File: config.mk
export PLATFORM = sky130hd
export DESIGN_NAME = chain_link_node
export DESIGN_NICKNAME = d
export VERILOG_FILES = /design/src/rtl/chain_link_pkg.sv /design/src/rtl/cln_pass_fifo.sv /design/src/rtl/cln_rx_ctrl.sv /design/src/rtl/cln_tx_ctrl.sv /design/src/rtl/chain_link_node.sv
export SDC_FILE = /design/constraint.sdc
export NUM_CORES = 1
export LEC_CHECK = 0
export BUFFER_PORTS_ARGS = -buffer_cell sky130_fd_sc_hd__buf_4
export CAP_MARGIN = 5
export CORE_MARGIN = 2
export CORE_UTILIZATION = 58
export CTS_BUF_LIST = sky130_fd_sc_hd__clkbuf_4
export DETAILED_ROUTE_END_ITERATION = 10
export HOLD_SLACK_MARGIN = 0.03
export PLACE_DENSITY = 0.86
export SLEW_MARGIN = 20
export SYNTH_ARGS = -nofsm -noshare
export SYNTH_HDL_FRONTEND = slang
export SYNTH_SLANG_ARGS = --single-unit
File: constraint.sdc
create_clock -name clk -period 8.5 [get_ports clk]
set_input_delay 0.425 -clock clk [delete_from_list [all_inputs] [get_ports clk]]
set_output_delay 0.425 -clock clk [all_outputs]
set_load 0.02 [all_outputs]
File: src/rtl/chain_link_pkg.sv
`timescale 1ns/1ps
package chain_link_pkg;
    localparam int PAY_W   = 32;
    localparam int WORD_W  = PAY_W + 2;
    localparam int ID_W    = 10;
    localparam int RADDR_W = 5;
    localparam int RDATA_W = 16;

    typedef enum logic [1:0] {
        K_INIT = 2'd0,
        K_REQ  = 2'd1,
        K_RSP  = 2'd2,
        K_TOK  = 2'd3
    } kind_e;

    typedef struct packed {
        kind_e             kind;
        logic [PAY_W-1:0]  pay;
    } word_t;

    typedef struct packed {
        logic               wr;
        logic [ID_W-1:0]    tgt;
        logic [RADDR_W-1:0] addr;
        logic [RDATA_W-1:0] wdata;
    } req_t;

    typedef enum logic [1:0] {
        TX_IDLE = 2'd0,
        TX_DATA = 2'd1,
        TX_RET  = 2'd2
    } tx_st_e;

    function automatic word_t mk_init(input logic [ID_W-1:0] id);
        word_t w;
        w.kind = K_INIT;
        w.pay  = '0;
        w.pay[ID_W-1:0] = id;
        return w;
    endfunction

    function automatic word_t mk_resp(input logic is_rd, input logic [ID_W-1:0] id,
                                      input logic [RDATA_W-1:0] d);
        word_t w;
        w.kind = K_RSP;
        w.pay  = {1'b1, is_rd, id, 4'b0, d};
        return w;
    endfunction

    function automatic word_t mk_hdr(input logic [ID_W-1:0] id, input logic [15:0] len);
        word_t w;
        w.kind = K_RSP;
        w.pay  = {2'b01, id, 4'b0, len};
        return w;
    endfunction

    function automatic word_t mk_data(input logic [RDATA_W-1:0] d);
        word_t w;
        w.kind = K_RSP;
        w.pay  = {16'b0, d};
        return w;
    endfunction

    function automatic word_t mk_tok(input logic ret);
        word_t w;
        w.kind = K_TOK;
        w.pay  = {31'b0, ret};
        return w;
    endfunction
endpackage

File: src/rtl/cln_pass_fifo.sv
`timescale 1ns/1ps
module cln_pass_fifo #(
    parameter int DEPTH = 16,
    parameter int W     = 34
) (
    input  logic         clk,
    input  logic         rst,
    input  logic         wr_en,
    input  logic [W-1:0] wr_data,
    input  logic         rd_en,
    output logic [W-1:0] rd_data,
    output logic         empty
);
    localparam int AW = $clog2(DEPTH);
    localparam logic [AW-1:0] LAST_IDX = AW'(DEPTH - 1);
    localparam logic [AW:0]   FULL_CNT = (AW+1)'(DEPTH);

    logic [W-1:0]  mem [DEPTH];
    logic [AW-1:0] wp, rp;
    logic [AW:0]   cnt;
    logic          full, do_wr, do_rd;

    assign full    = (cnt == FULL_CNT);
    assign empty   = (cnt == '0);
    assign do_wr   = wr_en && !full;
    assign do_rd   = rd_en && !empty;
    assign rd_data = mem[rp];

    always_ff @(posedge clk) begin
        if (do_wr) mem[wp] <= wr_data;
    end

    always_ff @(posedge clk) begin
        if (rst) begin
            wp  <= '0;
            rp  <= '0;
            cnt <= '0;
        end else begin
            if (do_wr) wp <= (wp == LAST_IDX) ? '0 : wp + 1'b1;
            if (do_rd) rp <= (rp == LAST_IDX) ? '0 : rp + 1'b1;
            case ({do_wr, do_rd})
                2'b10:   cnt <= cnt + 1'b1;
                2'b01:   cnt <= cnt - 1'b1;
                default: cnt <= cnt;
            endcase
        end
    end

    // pass-through traffic must never be dropped
    p_no_overflow_r4: assert property (@(posedge clk) disable iff (rst)
        !(wr_en && full));
endmodule

File: src/rtl/cln_rx_ctrl.sv
`timescale 1ns/1ps
module cln_rx_ctrl import chain_link_pkg::*; #(
    parameter int INIT_TIMEOUT = 64
) (
    input  logic               clk,
    input  logic               rst,
    input  logic               in_valid,
    input  logic [WORD_W-1:0]  in_word,
    input  logic               far_valid,
    input  logic [1:0]         far_kind,
    input  logic               tok_fwd_req,
    input  logic [RDATA_W-1:0] reg_rdata,
    output logic               up_valid,
    output logic [WORD_W-1:0]  up_word,
    output logic               reg_wr_en,
    output logic               reg_rd_en,
    output logic [RADDR_W-1:0] reg_addr,
    output logic [RDATA_W-1:0] reg_wdata,
    output logic               resp_valid,
    output word_t              resp_word,
    output logic               echo_req,
    output logic               tok_arrive,
    output logic [ID_W-1:0]    my_id,
    output logic               id_valid,
    output logic               is_last
);
    localparam int TO_W = $clog2(INIT_TIMEOUT + 1);
    localparam logic [TO_W-1:0] TO_MAX = TO_W'(INIT_TIMEOUT);

    word_t           iw;
    req_t            rq;
    logic            is_init, is_req, hit, pass, is_tok, tok_send;
    logic            tok_pend, saw_echo;
    logic [TO_W-1:0] timer;

    always_comb begin
        iw       = word_t'(in_word);
        rq       = req_t'(iw.pay);
        is_init  = in_valid && (iw.kind == K_INIT);
        is_req   = in_valid && (iw.kind == K_REQ);
        is_tok   = in_valid && (iw.kind == K_TOK);
        hit      = is_req && id_valid && (rq.tgt == my_id);
        pass     = (is_req && !hit) || (in_valid && (iw.kind == K_RSP));
        tok_send = tok_pend || tok_fwd_req;
    end

    assign reg_wr_en = hit && rq.wr;
    assign reg_rd_en = hit && !rq.wr;
    assign reg_addr  = rq.addr;
    assign reg_wdata = rq.wdata;
    assign is_last   = id_valid && (timer == TO_MAX) && !saw_echo;

    always_ff @(posedge clk) begin
        if (rst) begin
            up_valid   <= 1'b0;
            up_word    <= '0;
            tok_pend   <= 1'b0;
            my_id      <= '0;
            id_valid   <= 1'b0;
            timer      <= '0;
            saw_echo   <= 1'b0;
            echo_req   <= 1'b0;
            resp_valid <= 1'b0;
            resp_word  <= '0;
            tok_arrive <= 1'b0;
        end else begin
            up_valid <= is_init || pass || tok_send;
            if (is_init)       up_word <= mk_init(iw.pay[ID_W-1:0] + 1'b1);
            else if (pass)     up_word <= in_word;
            else if (tok_send) up_word <= mk_tok(1'b0);
            tok_pend <= tok_send && (is_init || pass);

            echo_req <= is_init;
            if (is_init) begin
                my_id    <= iw.pay[ID_W-1:0];
                id_valid <= 1'b1;
                timer    <= '0;
                saw_echo <= 1'b0;
            end else begin
                if (id_valid && timer != TO_MAX) timer <= timer + 1'b1;
                if (id_valid && far_valid && far_kind == K_INIT) saw_echo <= 1'b1;
            end

            resp_valid <= hit;
            resp_word  <= mk_resp(!rq.wr, my_id, rq.wr ? '0 : reg_rdata);
            tok_arrive <= is_tok;
        end
    end

    // numbering forwards the next id one edge later
    p_init_incr_r1: assert property (@(posedge clk) disable iff (rst)
        is_init |=> (up_valid && up_word[WORD_W-1:WORD_W-2] == 2'd0 &&
                     up_word[ID_W-1:0] == $past(in_word[ID_W-1:0]) + 1'b1));
    // traffic not for this node leaves unchanged one edge later
    p_up_fwd_r3: assert property (@(posedge clk) disable iff (rst)
        (is_req && !hit) |=> (up_valid && up_word == $past(in_word)));
    // a response is only produced for a request seen on the previous edge
    p_resp_src_r2: assert property (@(posedge clk) disable iff (rst)
        resp_valid |-> $past(is_req));
endmodule

File: src/rtl/cln_tx_ctrl.sv
`timescale 1ns/1ps
module cln_tx_ctrl import chain_link_pkg::*; #(
    parameter int BUF_AW = 8
) (
    input  logic               clk,
    input  logic               rst,
    input  logic               resp_valid,
    input  word_t              resp_word,
    input  logic               echo_req,
    input  logic               tok_arrive,
    input  logic [ID_W-1:0]    my_id,
    input  logic               is_last,
    input  logic               wait_mode,
    input  logic               buf_ready,
    input  logic [BUF_AW:0]    buf_len,
    input  logic [RDATA_W-1:0] buf_rd_data,
    input  logic               fifo_empty,
    input  logic [WORD_W-1:0]  fifo_rdata,
    output logic               fifo_rd,
    output logic [BUF_AW-1:0]  buf_rd_addr,
    output logic               buf_release,
    output logic               tok_fwd_req,
    output logic               dn_valid,
    output logic [WORD_W-1:0]  dn_word
);
    tx_st_e         st, st_n;
    logic           echo_p, resp_p, tok_p;
    logic           echo_n, resp_n, tok_n;
    logic           e_clr, r_clr, launch, finish, nxt_valid;
    word_t          resp_q, resp_sel, nxt_word;
    logic [BUF_AW:0] cnt, cnt_n, len_q, len_n;

    assign buf_rd_addr = cnt[BUF_AW-1:0];

    always_comb begin
        echo_n    = echo_p || echo_req;
        resp_n    = resp_p || resp_valid;
        tok_n     = tok_p || tok_arrive;
        resp_sel  = resp_valid ? resp_word : resp_q;
        fifo_rd   = 1'b0;
        nxt_valid = 1'b0;
        nxt_word  = '0;
        e_clr     = 1'b0;
        r_clr     = 1'b0;
        launch    = 1'b0;
        finish    = 1'b0;
        st_n      = st;
        cnt_n     = cnt;
        len_n     = len_q;
        case (st)
            TX_IDLE: begin
                if (!fifo_empty) begin
                    fifo_rd   = 1'b1;
                    nxt_valid = 1'b1;
                    nxt_word  = word_t'(fifo_rdata);
                end else if (echo_n) begin
                    nxt_valid = 1'b1;
                    nxt_word  = mk_init(my_id);
                    e_clr     = 1'b1;
                end else if (resp_n) begin
                    nxt_valid = 1'b1;
                    nxt_word  = resp_sel;
                    r_clr     = 1'b1;
                end else if (tok_n && (!wait_mode || buf_ready)) begin
                    launch    = 1'b1;
                    nxt_valid = 1'b1;
                    nxt_word  = mk_hdr(my_id, 16'(buf_len));
                    len_n     = buf_len;
                    cnt_n     = '0;
                    if (buf_len == '0) finish = 1'b1;
                    else               st_n   = TX_DATA;
                end
            end
            TX_DATA: begin
                nxt_valid = 1'b1;
                nxt_word  = mk_data(buf_rd_data);
                cnt_n     = cnt + 1'b1;
                if (cnt == len_q - 1'b1) finish = 1'b1;
            end
            TX_RET: begin
                nxt_valid = 1'b1;
                nxt_word  = mk_tok(1'b1);
                st_n      = TX_IDLE;
            end
            default: st_n = TX_IDLE;
        endcase
        if (finish) st_n = is_last ? TX_RET : TX_IDLE;
    end

    always_ff @(posedge clk) begin
        if (rst) begin
            st          <= TX_IDLE;
            echo_p      <= 1'b0;
            resp_p      <= 1'b0;
            tok_p       <= 1'b0;
            resp_q      <= '0;
            cnt         <= '0;
            len_q       <= '0;
            dn_valid    <= 1'b0;
            dn_word     <= '0;
            buf_release <= 1'b0;
            tok_fwd_req <= 1'b0;
        end else begin
            st          <= st_n;
            echo_p      <= echo_n && !e_clr;
            resp_p      <= resp_n && !r_clr;
            tok_p       <= tok_n && !launch;
            if (resp_valid) resp_q <= resp_word;
            cnt         <= cnt_n;
            len_q       <= len_n;
            dn_valid    <= nxt_valid;
            dn_word     <= nxt_word;
            buf_release <= finish;
            tok_fwd_req <= finish && !is_last;
        end
    end

    // no pass-through word is taken while a local packet is in flight
    p_no_mix_r9: assert property (@(posedge clk) disable iff (rst)
        (st == TX_DATA || st == TX_RET) |-> !fifo_rd);
    // the token is only released alongside the final packet word
    p_tok_after_pkt_r6: assert property (@(posedge clk) disable iff (rst)
        tok_fwd_req |-> (dn_valid && buf_release));
endmodule

File: src/rtl/chain_link_node.sv
`timescale 1ns/1ps
module chain_link_node import chain_link_pkg::*; #(
    parameter int FIFO_DEPTH   = 16,
    parameter int INIT_TIMEOUT = 64,
    parameter int BUF_AW       = 8
) (
    input  logic               clk,
    input  logic               rst,
    input  logic               dn_in_valid,
    input  logic [WORD_W-1:0]  dn_in_word,
    output logic               up_out_valid,
    output logic [WORD_W-1:0]  up_out_word,
    input  logic               up_in_valid,
    input  logic [WORD_W-1:0]  up_in_word,
    output logic               dn_out_valid,
    output logic [WORD_W-1:0]  dn_out_word,
    output logic               reg_wr_en,
    output logic               reg_rd_en,
    output logic [RADDR_W-1:0] reg_addr,
    output logic [RDATA_W-1:0] reg_wdata,
    input  logic [RDATA_W-1:0] reg_rdata,
    input  logic               wait_mode,
    input  logic               buf_ready,
    input  logic [BUF_AW:0]    buf_len,
    output logic [BUF_AW-1:0]  buf_rd_addr,
    input  logic [RDATA_W-1:0] buf_rd_data,
    output logic               buf_release,
    output logic [ID_W-1:0]    node_id,
    output logic               id_valid,
    output logic               is_last
);
    logic              fifo_rd, fifo_empty;
    logic [WORD_W-1:0] fifo_rdata;
    logic              resp_valid, echo_req, tok_arrive, tok_fwd_req;
    word_t             resp_word;

    cln_pass_fifo #(.DEPTH(FIFO_DEPTH), .W(WORD_W)) u_fifo (
        .clk(clk), .rst(rst),
        .wr_en(up_in_valid), .wr_data(up_in_word),
        .rd_en(fifo_rd), .rd_data(fifo_rdata), .empty(fifo_empty)
    );

    cln_rx_ctrl #(.INIT_TIMEOUT(INIT_TIMEOUT)) u_rx (
        .clk(clk), .rst(rst),
        .in_valid(dn_in_valid), .in_word(dn_in_word),
        .far_valid(up_in_valid), .far_kind(up_in_word[WORD_W-1:WORD_W-2]),
        .tok_fwd_req(tok_fwd_req), .reg_rdata(reg_rdata),
        .up_valid(up_out_valid), .up_word(up_out_word),
        .reg_wr_en(reg_wr_en), .reg_rd_en(reg_rd_en),
        .reg_addr(reg_addr), .reg_wdata(reg_wdata),
        .resp_valid(resp_valid), .resp_word(resp_word),
        .echo_req(echo_req), .tok_arrive(tok_arrive),
        .my_id(node_id), .id_valid(id_valid), .is_last(is_last)
    );

    cln_tx_ctrl #(.BUF_AW(BUF_AW)) u_tx (
        .clk(clk), .rst(rst),
        .resp_valid(resp_valid), .resp_word(resp_word),
        .echo_req(echo_req), .tok_arrive(tok_arrive),
        .my_id(node_id), .is_last(is_last),
        .wait_mode(wait_mode), .buf_ready(buf_ready), .buf_len(buf_len),
        .buf_rd_data(buf_rd_data),
        .fifo_empty(fifo_empty), .fifo_rdata(fifo_rdata), .fifo_rd(fifo_rd),
        .buf_rd_addr(buf_rd_addr), .buf_release(buf_release),
        .tok_fwd_req(tok_fwd_req),
        .dn_valid(dn_out_valid), .dn_word(dn_out_word)
    );
endmodule

==> impl_metrics.tcl <==
set metrics [dict create \
    cp-end-kind "flip-flop" \
    slowest_stage "nor3_2" \
    cts_max_path_buffers 3 \
    ios 229 \
    status "completed" \
    synth_cells 1774 \
    hp-class "primary input to flip-flop" \
    fin_crit_ps 3760 \
    synthesis.nets 1908 \
    clk_pin_slew_ps 80 \
    antenna_found_initial 6 \
    slew_headroom 0.2827 \
    worst_pin_slew_ps 1076 \
    wl_per_cell_um 26.99 \
    htree_num_levels 4 \
    dr.pass1.iters 8 \
    antenna_left 0 \
    path_class "flip-flop to flip-flop" \
    yosys_warnings 0 \
    numClockSinks 741 \
    fp.dieH_um 228.0 \
    synthFlopType "edfxtp_1" \
    fin_crit_sh 0.4423 \
    rsz0062_at_grt "no" \
    ys_seq_area_frac 0.6965 \
    cts_buffers 171 \
    hold_viol 0 \
    grt_pass1_vias 19500 \
    worstSetupStartpointType "flip-flop" \
    clk-insertion-delay-late_ps 920 \
    max_stage_delay_ps 760 \
    path_max_fanout 19 \
    worst-path-buf-inv 2 \
    synth_cell_types 66 \
    io_buffers 228 \
    drv_cap 0 \
    drive_gt1_frac 0.3248 \
    ys_seq_elements 741 \
    die-area_mm2 0.05200 \
    drc_errors 0 \
    cts_root_buf "clkbuf_4" \
    critical_path_arrival_ps 4570 \
    fin_nets 2328 \
    syn_area_mm2 0.02911 \
    overflow 0 \
    worst_slack_ps 4740 \
    initial_utilization 0.5839 \
    tns_ps 0 \
    grt_max_degree 79 \
    p_per_area_mw_per_mm2 263.5 \
    skew_ps 54.09 \
    synth_edf_count 544 \
    drt_iter0_drc 2397 \
    routed_via_density 6.315 \
    drv_slew 0 \
    grt_use_total 0.3131 \
    grt_pass1_wl_mm 120.6 \
    dieWidth_um 228.0 \
    cts_setup_buffers 0 \
    crit_family "simple AND/OR/NAND/NOR gates" \
    fmax_mhz 266.0 \
    setup_viol 0 \
    cp.required_ps 9310 \
    syn_area_per_cell_um2 16.41 \
    core.rowCount 82 \
    p_leak_nw 12.11 \
    synthToLayoutAreaGrowth_pct 19.99 \
    wl_mm 81.19 \
    coreArea_mm2 0.04986 \
    final_common_cell "edfxtp_1" \
    async_flop_share 0 \
    layout_common_cells "edfxtp_1 (544), clkbuf_4 (262), buf_4 (256)" \
    gp_congestion 0.9974 \
    pre_cts_slack_ps 5013 \
    hpwl_mm 46.24 \
    cts_tree "done" \
    path_cells "xor2_1, nor4_1, a31oi_1, nor3_2, buf_4, a21oi_1, o22ai_1, dlygate4sd3_1" \
    peakVddDrop_mv 0.1456 \
    via_count 19000 \
]
where the power goes:
group          internal [mW]  leakage [nW]  switching [mW]  total, mW
registers               4.07          6.52           0.184       4.25
logic                  0.964          4.24            1.04       2.00
clock network           1.56          1.36            1.39       2.95
total                   6.59          12.1            2.62       9.21
cells in the mapped netlist, types with 26 or more instances:
cell / count / share of area
a22oi_1: 32 / 0.0083
dfxtp_1: 197 / 0.14
clkbuf_1: 59 / 0.0076
inv_1: 42 / 0.0054
o21ai_0: 37 / 0.0064
nor2_1: 107 / 0.014
and2_1: 38 / 0.0082
a21oi_1: 63 / 0.011
mux4_2: 170 / 0.13
buf_4: 30 / 0.0077
o22ai_1: 26 / 0.0056
nand2_1: 104 / 0.013
nand3_1: 27 / 0.0046
edfxtp_1: 544 / 0.56
final timing paths:
| path | from | endpoint | slack, ps | depth (start not counted) |
|---|---|---|---|---|
| max | u_rx.my_id[6] | u_rx.up_word[8] | 4740 | 8 |
| min reg2reg | u_rx.up_word[4] | u_rx.up_word[4] | 470 | 2 |
| max reg2reg | u_rx.my_id[6] | u_rx.up_word[8] | 4740 | 8 |
| min | buf_rd_data[3] | u_tx.dn_word[3] | 110 | 3 |
layout make-up:
class	instances	area, um2
flip-flops and latches	741	20290
fillers	2987	14930
multi-input cells	860	8177
repair buffers	378	3163
clock buffers	262	1967
well taps	672	840.8
clock inverters	48	325.3
inverters	42	157.7
diodes	5	12.51
logic make-up (layout without fill, tap and decap cells):
kind of cell | count (synthesis) | count (layout) | share of synthesized area
muxes | 194 | 194 | 0.1405
other | 0 | 5 | 0
xor gates and xnor gates | 39 | 39 | 0.01173
DFF | 741 | 741 | 0.6965
AOI/OAI and AO/OA | 228 | 228 | 0.05222
buffers and inverters | 173 | 730 | 0.02725
adders and majority gates | 19 | 19 | 0.008423
and+or+nand+nor | 380 | 380 | 0.06335
what timing repair did:
item	4_1_cts	5_1_grt
hold buffers	119	0
setup endpoints to repair	0	0
gates resized for setup	0	0
endpoints found under the hold margin	650	0
routing by layer:
layer  wire length, um  vias up  share of wire  track usage
li1                  -     7859              -            -
met1             27960     9366           0.34       0.3815
met2             39970     1488           0.49       0.5138
met3              9365      280           0.12      0.08563
met4              3866        4          0.048       0.1667
met5                27        -        0.00033            0
metrics by stage:
step | instance area (um2) | hold WS, ps | utilization | instances | power, mW
finish | 34930 | 114.0 | 0.7006 | 3008 | 9.205
global route | 34930 | 68.03 | 0.7005 | 3006 | 9.521
CTS | 34870 | 37.55 | 0.6993 | 3002 | 9.207
detailed placement | 31390 | 458.3 | 0.6295 | 2573 | 6.209
global placement | 31380 | 442.3 | 0.6294 | 2573 | 6.128
floorplan | 29110 | 433.2 | - | 1774 | 5.567
flip-flops by register name (all words and copies together) (netlist names), 2 cells and up, named ones only:
name and cells:
u_fifo.mem 544, u_rx.up_word 34, u_tx.dn_word 34, u_tx.resp_q 34
u_rx.resp_word 28, u_rx.my_id 10, u_tx.cnt 9, u_tx.len_q 9
u_rx.timer 7, u_fifo.cnt 5, u_fifo.rp 4, u_fifo.wp 4
u_tx.st 2
tightest hold or removal path, cell delays in order:
cell and delay (ps):
buf_4 80, a222oi_1 230, o22ai_1 220
Power figures use the tool's default switching activity.
